## config.mk

```make
export PLATFORM = sky130hd
export DESIGN_NAME = fp_exc_trap_unit
export DESIGN_NICKNAME = d
export VERILOG_FILES = /design/src/rtl/fpx_pkg.sv /design/src/rtl/fpx_flag_filter.sv /design/src/rtl/fpx_ctl_regs.sv /design/src/rtl/fpx_trap_report.sv /design/src/rtl/fp_exc_trap_unit.sv
export SDC_FILE = /design/constraint.sdc
export NUM_CORES = 1
export LEC_CHECK = 0
export ABC_CLOCK_PERIOD_IN_PS = 900
export BUFFER_PORTS_ARGS = -buffer_cell sky130_fd_sc_hd__buf_4
export CAP_MARGIN = 20
export CORE_MARGIN = 1.5
export CORE_UTILIZATION = 25
export DETAILED_ROUTE_END_ITERATION = 6
export REMOVE_ABC_BUFFERS = 1
export SLEW_MARGIN = 20
export SYNTH_ARGS = -nofsm -noshare
export SYNTH_HDL_FRONTEND = slang
export SYNTH_SLANG_ARGS = --single-unit
```

## constraint.sdc

```tcl
create_clock -name clk_i -period 0.9 [get_ports clk_i]
set_clock_uncertainty 0.1 [all_clocks]
set_input_delay 0.225 -clock clk_i [delete_from_list [all_inputs] [get_ports clk_i]]
set_output_delay 0.225 -clock clk_i [all_outputs]
set_load 0.005 [all_outputs]
```

## src/rtl/fpx_pkg.sv

```systemverilog
package fpx_pkg;
  localparam int NUM_FLAGS = 6;
  localparam int SUM_W     = NUM_FLAGS + 1;
  localparam int SWC_BIT   = NUM_FLAGS;
  localparam int RM_W      = 2;

  localparam int FL_INV = 0;
  localparam int FL_DZE = 1;
  localparam int FL_OVF = 2;
  localparam int FL_UNF = 3;
  localparam int FL_INE = 4;
  localparam int FL_IOV = 5;

  typedef logic [NUM_FLAGS-1:0] flags_t;
  typedef logic [SUM_W-1:0]     summary_t;

  typedef enum logic [RM_W-1:0] {
    RM_NEAR_EVEN = 2'd0,
    RM_TO_ZERO   = 2'd1,
    RM_UP        = 2'd2,
    RM_DOWN      = 2'd3
  } rmode_e;
endpackage

```

## src/rtl/fpx_flag_filter.sv

```systemverilog
module fpx_flag_filter
  import fpx_pkg::*;
(
  input  flags_t   pend_i,
  input  flags_t   ignore_i,
  input  flags_t   enable_i,
  input  logic     swc_i,
  output flags_t   sticky_add_o,
  output summary_t sum_o,
  output logic     trap_req_o
);
  flags_t surv;

  for (genvar i = 0; i < NUM_FLAGS; i++) begin : g_flag
    assign surv[i]         = pend_i[i] & ~ignore_i[i];
    // completion mode masks before sticky; plain mode records everything
    assign sticky_add_o[i] = swc_i ? surv[i] : pend_i[i];
    assign sum_o[i]        = surv[i] & (~swc_i | enable_i[i]);
  end

  assign sum_o[SWC_BIT] = swc_i;
  assign trap_req_o     = |surv;
endmodule

```

## src/rtl/fpx_ctl_regs.sv

```systemverilog
module fpx_ctl_regs
  import fpx_pkg::*;
(
  input  logic           clk_i,
  input  logic           rst_ni,
  input  logic           upd_i,
  input  flags_t         sticky_add_i,
  input  logic           rm_wr_i,
  input  logic [RM_W-1:0] rm_i,
  input  logic           ftz_wr_i,
  input  logic           ftz_i,
  input  logic           en_wr_i,
  input  flags_t         en_i,
  output flags_t         status_o,
  output flags_t         enable_o,
  output logic [RM_W-1:0] rm_o,
  output logic           ftz_o
);
  flags_t status_q, enable_q;
  rmode_e rm_q;
  logic   ftz_q;

  always_ff @(posedge clk_i or negedge rst_ni) begin
    if (!rst_ni) begin
      status_q <= '0;
    end else if (upd_i) begin
      status_q <= status_q | sticky_add_i;
    end
  end

  always_ff @(posedge clk_i or negedge rst_ni) begin
    if (!rst_ni) begin
      enable_q <= '0;
      rm_q     <= RM_NEAR_EVEN;
      ftz_q    <= 1'b0;
    end else begin
      if (en_wr_i)  enable_q <= en_i;
      if (rm_wr_i)  rm_q     <= rmode_e'(rm_i);
      if (ftz_wr_i) ftz_q    <= ftz_i;
    end
  end

  assign status_o = status_q;
  assign enable_o = enable_q;
  assign rm_o     = rm_q;
  assign ftz_o    = ftz_q;
endmodule

```

## src/rtl/fpx_trap_report.sv

```systemverilog
module fpx_trap_report
  import fpx_pkg::*;
#(
  parameter int NUM_REGS = 64,
  localparam int REG_W   = $clog2(NUM_REGS)
) (
  input  logic                clk_i,
  input  logic                rst_ni,
  input  logic                fire_i,
  input  summary_t            sum_i,
  input  logic [REG_W-1:0]    dest_i,
  output logic                trap_o,
  output summary_t            sum_o,
  output logic [NUM_REGS-1:0] dest_o
);
  logic [NUM_REGS-1:0] dest_dec;
  logic [NUM_REGS-1:0] dest_q;
  summary_t            sum_q;
  logic                trap_q;

  for (genvar r = 0; r < NUM_REGS; r++) begin : g_dec
    assign dest_dec[r] = (dest_i == REG_W'(r));
  end

  always_ff @(posedge clk_i or negedge rst_ni) begin
    if (!rst_ni) begin
      trap_q <= 1'b0;
      sum_q  <= '0;
      dest_q <= '0;
    end else begin
      trap_q <= fire_i;
      if (fire_i) begin
        sum_q  <= sum_i;
        dest_q <= dest_dec;
      end
    end
  end

  assign trap_o = trap_q;
  assign sum_o  = sum_q;
  assign dest_o = dest_q;
endmodule

```

## src/rtl/fp_exc_trap_unit.sv

```systemverilog
module fp_exc_trap_unit
  import fpx_pkg::*;
#(
  parameter int NUM_REGS = 64,
  localparam int REG_W   = $clog2(NUM_REGS)
) (
  input  logic                clk_i,
  input  logic                rst_ni,
  input  logic                op_valid_i,
  input  logic [NUM_FLAGS-1:0] pend_i,
  input  logic [NUM_FLAGS-1:0] ignore_i,
  input  logic [REG_W-1:0]    dest_i,
  input  logic                swc_i,
  input  logic                rm_wr_i,
  input  logic [RM_W-1:0]     rm_i,
  input  logic                ftz_wr_i,
  input  logic                ftz_i,
  input  logic                en_wr_i,
  input  logic [NUM_FLAGS-1:0] en_i,
  output logic [NUM_FLAGS-1:0] status_o,
  output logic [NUM_FLAGS-1:0] enable_o,
  output logic [RM_W-1:0]     rm_o,
  output logic                ftz_o,
  output logic                trap_o,
  output logic [SUM_W-1:0]    trap_sum_o,
  output logic [NUM_REGS-1:0] trap_dest_o
);
  flags_t   sticky_add, enable_cur;
  summary_t sum_next;
  logic     trap_req;
  logic     op_live;

  // a zero pending vector is a no-op
  assign op_live = op_valid_i & (|pend_i);

  fpx_flag_filter u_filter (
    .pend_i       (pend_i),
    .ignore_i     (ignore_i),
    .enable_i     (enable_cur),
    .swc_i        (swc_i),
    .sticky_add_o (sticky_add),
    .sum_o        (sum_next),
    .trap_req_o   (trap_req)
  );

  fpx_ctl_regs u_ctl (
    .clk_i        (clk_i),
    .rst_ni       (rst_ni),
    .upd_i        (op_live),
    .sticky_add_i (sticky_add),
    .rm_wr_i      (rm_wr_i),
    .rm_i         (rm_i),
    .ftz_wr_i     (ftz_wr_i),
    .ftz_i        (ftz_i),
    .en_wr_i      (en_wr_i),
    .en_i         (en_i),
    .status_o     (status_o),
    .enable_o     (enable_cur),
    .rm_o         (rm_o),
    .ftz_o        (ftz_o)
  );

  fpx_trap_report #(.NUM_REGS(NUM_REGS)) u_report (
    .clk_i  (clk_i),
    .rst_ni (rst_ni),
    .fire_i (op_live & trap_req),
    .sum_i  (sum_next),
    .dest_i (dest_i),
    .trap_o (trap_o),
    .sum_o  (trap_sum_o),
    .dest_o (trap_dest_o)
  );

  assign enable_o = enable_cur;
endmodule

```

---- Yosys cells after proc, flatten, opt, wreduce, memory -nomap -nowiden ----
Cells that the tools add are included.
cells by class
  reductions and logical operators ........ 3
  equal/unequal tests ..................... 63
  muxes and demuxes ....................... 6
  bitwise logic cells ..................... 28
operators with widths
  cell                                                 number
  equality test 6 bit, second input constant           32
  equality test 6 x 5 -> 1 bit, second input constant  16
  equality test 6 x 4 -> 1 bit, second input constant  8
  equality test 6 x 3 -> 1 bit, second input constant  4
  bitwise AND 1 bit                                    14
  equality test 6 x 2 -> 1 bit, second input constant  2
  OR reduction 6 bit                                   2
  inverter 1 bit                                       7
  equality test 6 x 1 -> 1 bit, second input constant  1
  zero test 6 bit                                      1
  2-to-1 mux 1 bit                                     6
  bitwise OR 1 bit                                     6
  bitwise OR 6 bit                                     1
storage, ports and cells
  logic and storage cells ................. 107
  register bits ........................... 87

---- Logic depth before layout (Yosys ltp) ----
Gate-level depths: netlist of run 1.
  word-level depth ........................ 4
  gate-level depth with buffers ........... 5

---- Cells and area by module ----
A second synthesis of run 1 with hierarchy kept.
unflattened totals
  cell total of the unflattened synthesis .. 310
  area, all modules ....................... 3,582.2 µm²
modules (own cells, without submodules)
  module            area each (µm²)  seq. area each (µm²)  times used  cells an instance
  fpx_trap_report   2,836.5          1,801.7               1           244
  fpx_ctl_regs      555.5            375.4                 1           31
  fpx_flag_filter   157.7            0.0                   1           30
  fp_exc_trap_unit  32.5             0.0                   1           5

---- Worst setup path before layout of run 1 ----
OpenSTA, ideal clock, no wires.
  kind .................................... input port to flip-flop
  from .................................... input pend_i[3]
  to ...................................... register u_report.dest_q[0], in the netlist u_report.dest_o[0]
  arrival ................................. 1,560 ps
  buffers on the path ..................... 1
  cell stages on the path ................. 5
  data required time ...................... 675 ps
  setup slack ............................. -885 ps
  cell sequence ........................... or4_4 -> o31ai_4 -> a31oi_4 -> buf_6 -> mux2_4
on the way
  longest elaborated chain between the ends .. 3
  elaborated cells on any way between the ends .. 5
  those cells by class .................... bitwise: 3; reduce/logical: 2
ends and longest elaborated chain
  element                                                  RTL line                                       source
  from (decl)                                              fp_exc_trap_unit.sv:10                         input logic [NUM_FLAGS-1:0] pend_i,
  OR reduction 6 bit or bitwise AND 1 bit (tied branches)  fp_exc_trap_unit.sv:34, fpx_flag_filter.sv:15
  bitwise AND 1 bit or OR reduction 6 bit (tied branches)  fp_exc_trap_unit.sv:34, fpx_flag_filter.sv:22
  bitwise AND 1 bit (*)                                    fp_exc_trap_unit.sv:66                         .fire_i (op_live & trap_req),
  to (signal assigned)                                     fpx_trap_report.sv:34                          dest_q <= dest_dec;
  to (decl)                                                fpx_trap_report.sv:17                          logic [NUM_REGS-1:0] dest_q;
Mark *: on every way between the ends. The rest lies on a longest branch, timed or not.
A chain may end at the register's enable or synchronous reset.

---- Worst setup path after layout of run 1 ----
  from .................................... input pend_i[3]
  to ...................................... register u_report.dest_q[26], in the netlist u_report.dest_o[26]
Same word-level chain as after synthesis.

==> results of run 1 <==
[Yosys cell counts, drive strengths merged]
cell type,count
clkbuf,9
o21ai,4
nand2,16
inv,5
nor4,1
nor2b,8
o31ai,1
a31o,6
or2,1
mux2i,4
nor2,70
a31oi,1
nand2b,4
nand3,6
mux2,76
dfrtp,87
or4,1
buf,7
nand4,1
[cells in the final DEF (no fill, tap or decap), types with 2 or more instances in the layout]
cell type	n
buf_4	121
buf_12	4
nand3_1	6
mux2_2	9
dfrtp_1	87
a31o_2	4
inv_1	5
buf_6	99
mux2i_1	4
clkinv_2	2
o21ai_0	4
nor2_1	70
mux2_4	67
a31o_4	2
clkbuf_16	9
nand2_1	16
nor2b_1	7
nand2b_1	4
[path summary, 6_finish.rpt]
kind | start | end | slack, ps | cells past startpoint
max | pend_i[3] | u_report.dest_o[26] | -720 | 6
min | en_i[1] | u_ctl.enable_o[1] | 10 | 2
max reg2reg | u_report.dest_o[19] | u_report.dest_o[19] | -240 | 3
min reg2reg | u_ctl.status_o[2] | u_ctl.status_o[2] | 410 | 1
max in group asynchronous | rst_ni | u_report.dest_o[39] | 110 | 3
min in group asynchronous | rst_ni | u_report.dest_o[53] | 340 | 3
[routing by layer]
layer / wire [um] / vias to the layer above
met2: 5700 / 99
li1: - / 1468
met4: 148 / 0
met1: 4860 / 1564
met3: 667 / 12
met5: 0 / -
[logic make-up after synthesis]
logic type | Yosys count | synth area share
and+or+nand+nor | 108 | 0.115
DFF | 87 | 0.541
muxes | 80 | 0.283
buffers and inverters | 21 | 0.0326
AOI/OAI and AO/OA | 12 | 0.0286
[worst register-to-register path: cells and delay by family (launching register included)]
| kind | cells | cell delay (ps) |
|---|---|---|
| flops | 1 | 410 |
| buf+inv | 2 | 260 |
| mux | 1 | 260 |
[state kept, by name, summed over array words and instances (netlist names)]
name,flops
u_ctl.rm_o,2
u_report.trap_o,1
u_ctl.status_o,6
u_report.dest_o,64
u_ctl.ftz_o,1
u_report.sum_o,7
u_ctl.enable_o,6
[metrics by stage]
| stage | hold slack, ps | area (um2) | worst slack (ps) | total power, mW | util |
|---|---|---|---|---|---|
| floorplan | -171 | 3920 | -2200 | 4.71 | - |
| global placement | 137 | 5380 | -1060 | 5.38 | 0.340 |
| detailed placement | 143 | 5380 | -1080 | 5.40 | 0.340 |
| CTS | -1.79 | 6350 | -702 | 9.03 | 0.402 |
| global route | -0.257 | 6580 | -728 | 9.41 | 0.416 |
| finish | 11.7 | 6580 | -718 | 8.95 | 0.416 |
[area by class of cell]
| class | count | share of cell area |
|---|---|---|
| Sequential cell | 87 | 0.331 |
| Timing Repair Buffer | 225 | 0.321 |
| Multi-Input combinational cell | 200 | 0.266 |
| Tap cell | 216 | 0.0411 |
| Clock buffer | 11 | 0.0369 |
| Inverter | 5 | 0.00285 |
| Clock inverter | 2 | 0.00152 |
[power groups by stage]
stage | Sequential (mW) | Clock [mW] | Combinational, mW
final | 4.14 | 3.37 | 1.43
after global routing | 4.15 | 3.71 | 1.55
after CTS | 4.13 | 3.49 | 1.40
after detailed placement | 4.19 | 0 | 1.21
after global placement | 4.19 | 0 | 1.20
after floorplan | 4.19 | 0 | 0.516
[what timing repair did]
action,CTS,global route
endpoints found under the hold margin,90,1
gates resized for setup,96,8
setup endpoints to repair,161,167
setup buffers,45,28
==> flow_summary_export.csv, run 1 <==
group,metric,value,unit
synth,syn-cell-area,0.00403,mm2
synth,synth.area.top_cells,"dfrtp_1, mux2_4, nor2_1, mux2_2, buf_6",
status,status,"finished with violations",
drt,antenna_left,0,
setup_path,critPathMaxFanout,22,
cts,cts_buffers,9,
cts,clk_transition_reported_paths,60,ps
floorplanning,start_util,0.254,
global_routing,grt_pass1_vias,3282,
final_layout,drive_gt1_frac,0.611,
setup_path,start_kind,"primary input",
setup_path,cp_num_buf_inv,2,
setup_path,crit_path_end_kind,"flop",
sta,rsz0062_at_grt,"true",
drt,post_drt_wl_per_cell,15.3,um
final_layout,syn_to_final_growth,63.3,%
power_and_ir_drop,clock_power_share,0.377,
final_layout,fin_nets,562,
final_layout,fin_cells,746,
final_layout,diodes,0,
setup_path,cpPeakStageDelay,540,ps
cts,clock_path_buffers,2,
cts,clock-sinks,87,
floorplanning,fp.dieW,130,um
drt,avgViaCountPerCell,4.21,
power_and_ir_drop,power.net_switching,2.18,mW
sta,drv_slew,0,
synth,ys_seq_area_frac,0.541,
place,dp.cells,661,
setup_path,worstPathRequired,1020,ps
sta,worst_pin_slew,454,ps
floorplanning,die-height,130,um
setup_path,arrival,1740,ps
final_layout,regArea,0.00218,mm2
job,drv_cap,0,
power_and_ir_drop,power_frac_comb,0.160,
global_routing,grt-busiest-layer,"met2",
place,gp_congestion,0.801,
global_routing,grt_use_met2,0.232,
status,violations,"negative setup slack",
synth,synth_top_area_share,0.541,
synth,syn_area_per_cell,13.1,um2
setup_path,cpMaxStageDelayCell,"or4_4",
drt,dr.pass1.iters,4,
synth,synthDistinctLibCells,20,
cts,hold_buffers,1,
sta,finalCritPeriodShare,1.80,
final_layout,multi_input_area,0.00175,mm2
sta,setup_slack,-718,ps
global_routing,grt_max_degree,46,
power_and_ir_drop,p_leak,3.29,nW
final_layout,num-fill-cells,1476,
cts,htreeDepth,3,
sta,hold_viol,0,
worst_hold_path,hp-class,"in2reg",
power_and_ir_drop,internal-power,6.76,mW
power_and_ir_drop,p_sw_frac,0.244,
global_routing,grt_pass1_wl,17300,um
place,io_buffers,120,
floorplanning,row_count,46,
floorplanning,die_area,0.0169,mm2
sta,tns,-74490,ps
sta,relSlewSlack,0.698,
place,hpwl,7830,um
global_routing,antenna_found_initial,0,
sta,setup_viol,166,
synth,yosysTopAreaCell,"dfrtp_1",
cts,clk_latency,340,ps
setup_path,path_class,"in2reg",
cts,cts_root_buffer,"clkbuf_16",
drt,vias,3143,
global_routing,track_usage,0.136,
power_and_ir_drop,powerDensity,1360,mW/mm2
setup_path,critPathTopFamily,"simple AND/OR/NAND/NOR gates",
global_routing,grt_use_met3,0.0402,
setup_path,worstPathCellList,"buf_6, or4_4, o31ai_4, a31oi_4, buf_12, mux2_4",
sta,fmax,618,MHz
power_and_ir_drop,pwr-share-seq,0.463,
power_and_ir_drop,ir_drop,0.000864,V
drt,wirelength,11400,um
synth,synthCells,308,
global_routing,use_met1,0.165,
cts,cts_tree,"built",
sta,min_period,1620,ps
drt,drtIter0Drc,102,
global_routing,overflow,0,
synth,yosysWarnings,0,
floorplanning,pin_count,121,
floorplanning,coreArea,0.0158,mm2
drt,drc,0,
synth,ys_ff_latch,87,
(Power assumes the default switching activity.)
==> run 2: changes to the inputs <==
--- a/config.mk
+++ b/config.mk
@@ -9,10 +9,13 @@
 export BUFFER_PORTS_ARGS = -buffer_cell sky130_fd_sc_hd__buf_4
 export CAP_MARGIN = 20
 export CORE_MARGIN = 1.5
-export CORE_UTILIZATION = 25
+export CORE_UTILIZATION = 45
 export DETAILED_ROUTE_END_ITERATION = 6
+export PLACE_DENSITY = 0.76
+export RECOVER_POWER = 100
 export REMOVE_ABC_BUFFERS = 1
 export SLEW_MARGIN = 20
 export SYNTH_ARGS = -nofsm -noshare
 export SYNTH_HDL_FRONTEND = slang
+export SYNTH_HIERARCHICAL = 1
 export SYNTH_SLANG_ARGS = --single-unit
==> flow_summary_export.csv, run 2 <==
group,metric,value,unit
sta,tns,-66290,ps
place,hpwl,6760,um
drt,vias,3334,
final_layout,layout_commonest_cell,"buf_6",
setup_path,cpMostUsedCell,"buf_6",
place,gp_congestion,0.790,
status,violations,"negative hold slack, negative setup slack",
final_layout,multi_input_area,0.00128,mm2
setup_path,path_class,"in2reg",
status,status,"finished with violations",
drt,drc,0,
synth,synthDistinctLibCells,29,
drt,antenna_left,0,
sta,min_period,1510,ps
cts,clock_path_buffers,2,
synth,synth_common_cells,"dfrtp_1, inv_1, o22ai_1",
floorplanning,start_util,0.464,
sta,timing.hold.ws,-2.40,ps
sta,fmax,664,MHz
final_layout,fin_area,0.00623,mm2
cts,cts_buffers,9,
drt,avgViaCountPerCell,5.31,
synth,synth_top_flop_cell,"dfrtp_1",
power_and_ir_drop,ir_drop,0.00115,V
setup_path,worstPathRequired,1030,ps
cts,clock-sinks,87,
final_layout,drive_gt1_frac,0.578,
power_and_ir_drop,p_leak,2.90,nW
cts,cts_tree,"built",
synth,synth.area.top_cells,"dfrtp_1, o22ai_1, inv_1, mux2_2, o22ai_2",
global_routing,use_met1,0.303,
sta,finalCritPeriodShare,1.67,
synth,syn-cell-area,0.00358,mm2
floorplanning,die-height,92.2,um
sta,rsz0062_at_grt,"true",
global_routing,track_usage,0.265,
synth,synth_top_area_share,0.608,
synth,synthCells,310,
cts,htreeDepth,3,
final_layout,fin_cells,628,
power_and_ir_drop,powerDensity,1350,mW/mm2
power_and_ir_drop,p_sw_frac,0.251,
sta,relSlewSlack,0.625,
drt,post_drt_wl_per_cell,19.0,um
sta,hold_viol,1,
power_and_ir_drop,power_frac_comb,0.180,
power_and_ir_drop,internal-power,6.28,mW
final_layout,layout_common_cells,"buf_6, buf_4, dfrtp_1",
sta,setup_viol,172,
synth,ys_seq_area_frac,0.608,
global_routing,grt_use_met2,0.464,
floorplanning,die_area,0.00850,mm2
synth,yosysWarnings,6,
synth,syn_area_per_cell,11.6,um2
final_layout,largest_reg_flops,64,
synth,synth_edf_count,0,
place,placed_area,0.00487,mm2
setup_path,cpMaxStageDelayCell,"or3_1",
floorplanning,row_count,32,
power_and_ir_drop,pwr-share-seq,0.494,
synth,ys_ff_latch,87,
sta,setup_slack,-605,ps
final_layout,regArea,0.00218,mm2
global_routing,grt_use_met3,0.0746,
drt,wirelength,11900,um
final_layout,num-fill-cells,435,
setup_path,arrival,1630,ps
cts,hold_buffers,1,
floorplanning,fp.dieW,92.2,um
setup_path,crit_path_end_kind,"flop",
power_and_ir_drop,power.net_switching,2.10,mW
sta,worst_pin_slew,561,ps
final_layout,diodes,0,
setup_path,cp_num_buf_inv,4,
drt,dr.pass1.iters,4,
setup_path,cpPeakStageDelay,390,ps
setup_path,critPathMaxFanout,8,
sta,drv_slew,0,
global_routing,grt_pass1_wl,17000,um
synth,yosysMostFrequentCell,"dfrtp_1",
power_and_ir_drop,clock_power_share,0.326,
floorplanning,coreArea,0.00773,mm2
final_layout,fin_nets,556,
global_routing,overflow,0,
floorplanning,pin_count,121,
cts,cts_root_buffer,"clkbuf_8",
setup_path,start_kind,"primary input",
synth,ys_async_sr_fraction,1.00,
job,drv_cap,0,
place,io_buffers,120,
setup_path,critPathTopFamily,"simple AND/OR/NAND/NOR gates",
global_routing,grt_max_degree,65,
cts,clk_latency,360,ps
final_layout,utilization,0.807,
synth,yosysTopAreaCell,"dfrtp_1",
worst_hold_path,hp-class,"in2reg",
global_routing,antenna_found_initial,0,
place,dp.cells,551,
drt,drtIter0Drc,212,
global_routing,grt_pass1_vias,3364,
final_layout,syn_to_final_growth,74.0,%
global_routing,grt-busiest-layer,"met2",
cts,clk_transition_reported_paths,80,ps
setup_path,worstPathCellList,"buf_6, inv_4, o22ai_2, or3_1, nand2_2, a21oi_4, buf_6, nand3b_1, buf_6, o22ai_2",
[run 2: cell count changes after synthesis, sizes merged, moves of 7 or more]
cell,change
nor2,-69
nor2b,-8
nand2,-15
buf,+9
mux2,-60
o22ai,+67
a21oi,+7
inv,+71
[run 2: kinds of logic after synthesis]
logic type      Yosys count  share of synthesized area
simple gates             24                     0.0611
buf+inv                  96                      0.107
compound gates           87                      0.168
mux                      16                     0.0566
flops                    87                      0.608
[run 2: repair_timing]
item	in CTS	in global routing
pin swaps	11	15
gates cloned	0	1
resized for setup	129	33
setup endpoints to repair	166	172
endpoints found under the hold margin	96	7
setup buffers	44	17
[run 2: layout make-up]
type | instances | area share
clock buffers | 12 | 0.0249
clock inverters | 3 | 0.00682
inverters | 76 | 0.0474
well taps | 102 | 0.0205
flip-flops and latches | 87 | 0.349
repair buffers | 221 | 0.346
multi-input cells | 127 | 0.206
[run 2: routing by layer]
metal / vias up / share of wire
met2: 144 / 0.52
met3: 22 / 0.072
met5: - / 0
met1: 1671 / 0.38
met4: 0 / 0.019
li1: 1497 / -
[run 2: worst paths after layout]
check                             startpoint                   to  slack (ps)  cells after the start
max in group asynchronous             rst_ni  u_report/dest_o[18]          50                      3
min                                    ftz_i          u_ctl/ftz_o          -2                      2
max reg2reg                u_ctl/enable_o[1]    u_report/sum_o[1]        -290                      4
min reg2reg                u_ctl/status_o[5]    u_ctl/status_o[5]         400                      1
max                                pend_i[3]  u_report/dest_o[41]        -610                     10
min in group asynchronous             rst_ni  u_report/dest_o[32]         360                      3
[run 2: metrics by stage]
stage          hold slack (ps)  worst slack [ps]  power, mW
2_1_floorplan             -171             -4320       4.53
6_report                 -2.40              -605       8.39
5_1_grt                  -16.2              -601       8.71
3_3_place_gp               146              -892       5.23
3_5_place_dp               146              -986       5.26
4_1_cts                  -17.5              -497       8.29
[run 2: power by group through the flow]
stage | combinational (mW) | sequential [mW] | clock [mW]
after global routing | 1.59 | 4.16 | 2.97
final | 1.51 | 4.14 | 2.74
after global placement | 1.05 | 4.19 | 0
after floorplan | 0.345 | 4.19 | 0
after CTS | 1.36 | 4.13 | 2.80
after detailed placement | 1.07 | 4.19 | 0
[run 2: worst reg2reg max path: cells and delay by family, from the launching register on]
kind	cells	cell delay, ps
buffers and inverters	2	160
multiplexers	1	200
flip-flops	1	430
AO/OA/AOI/OAI	1	240
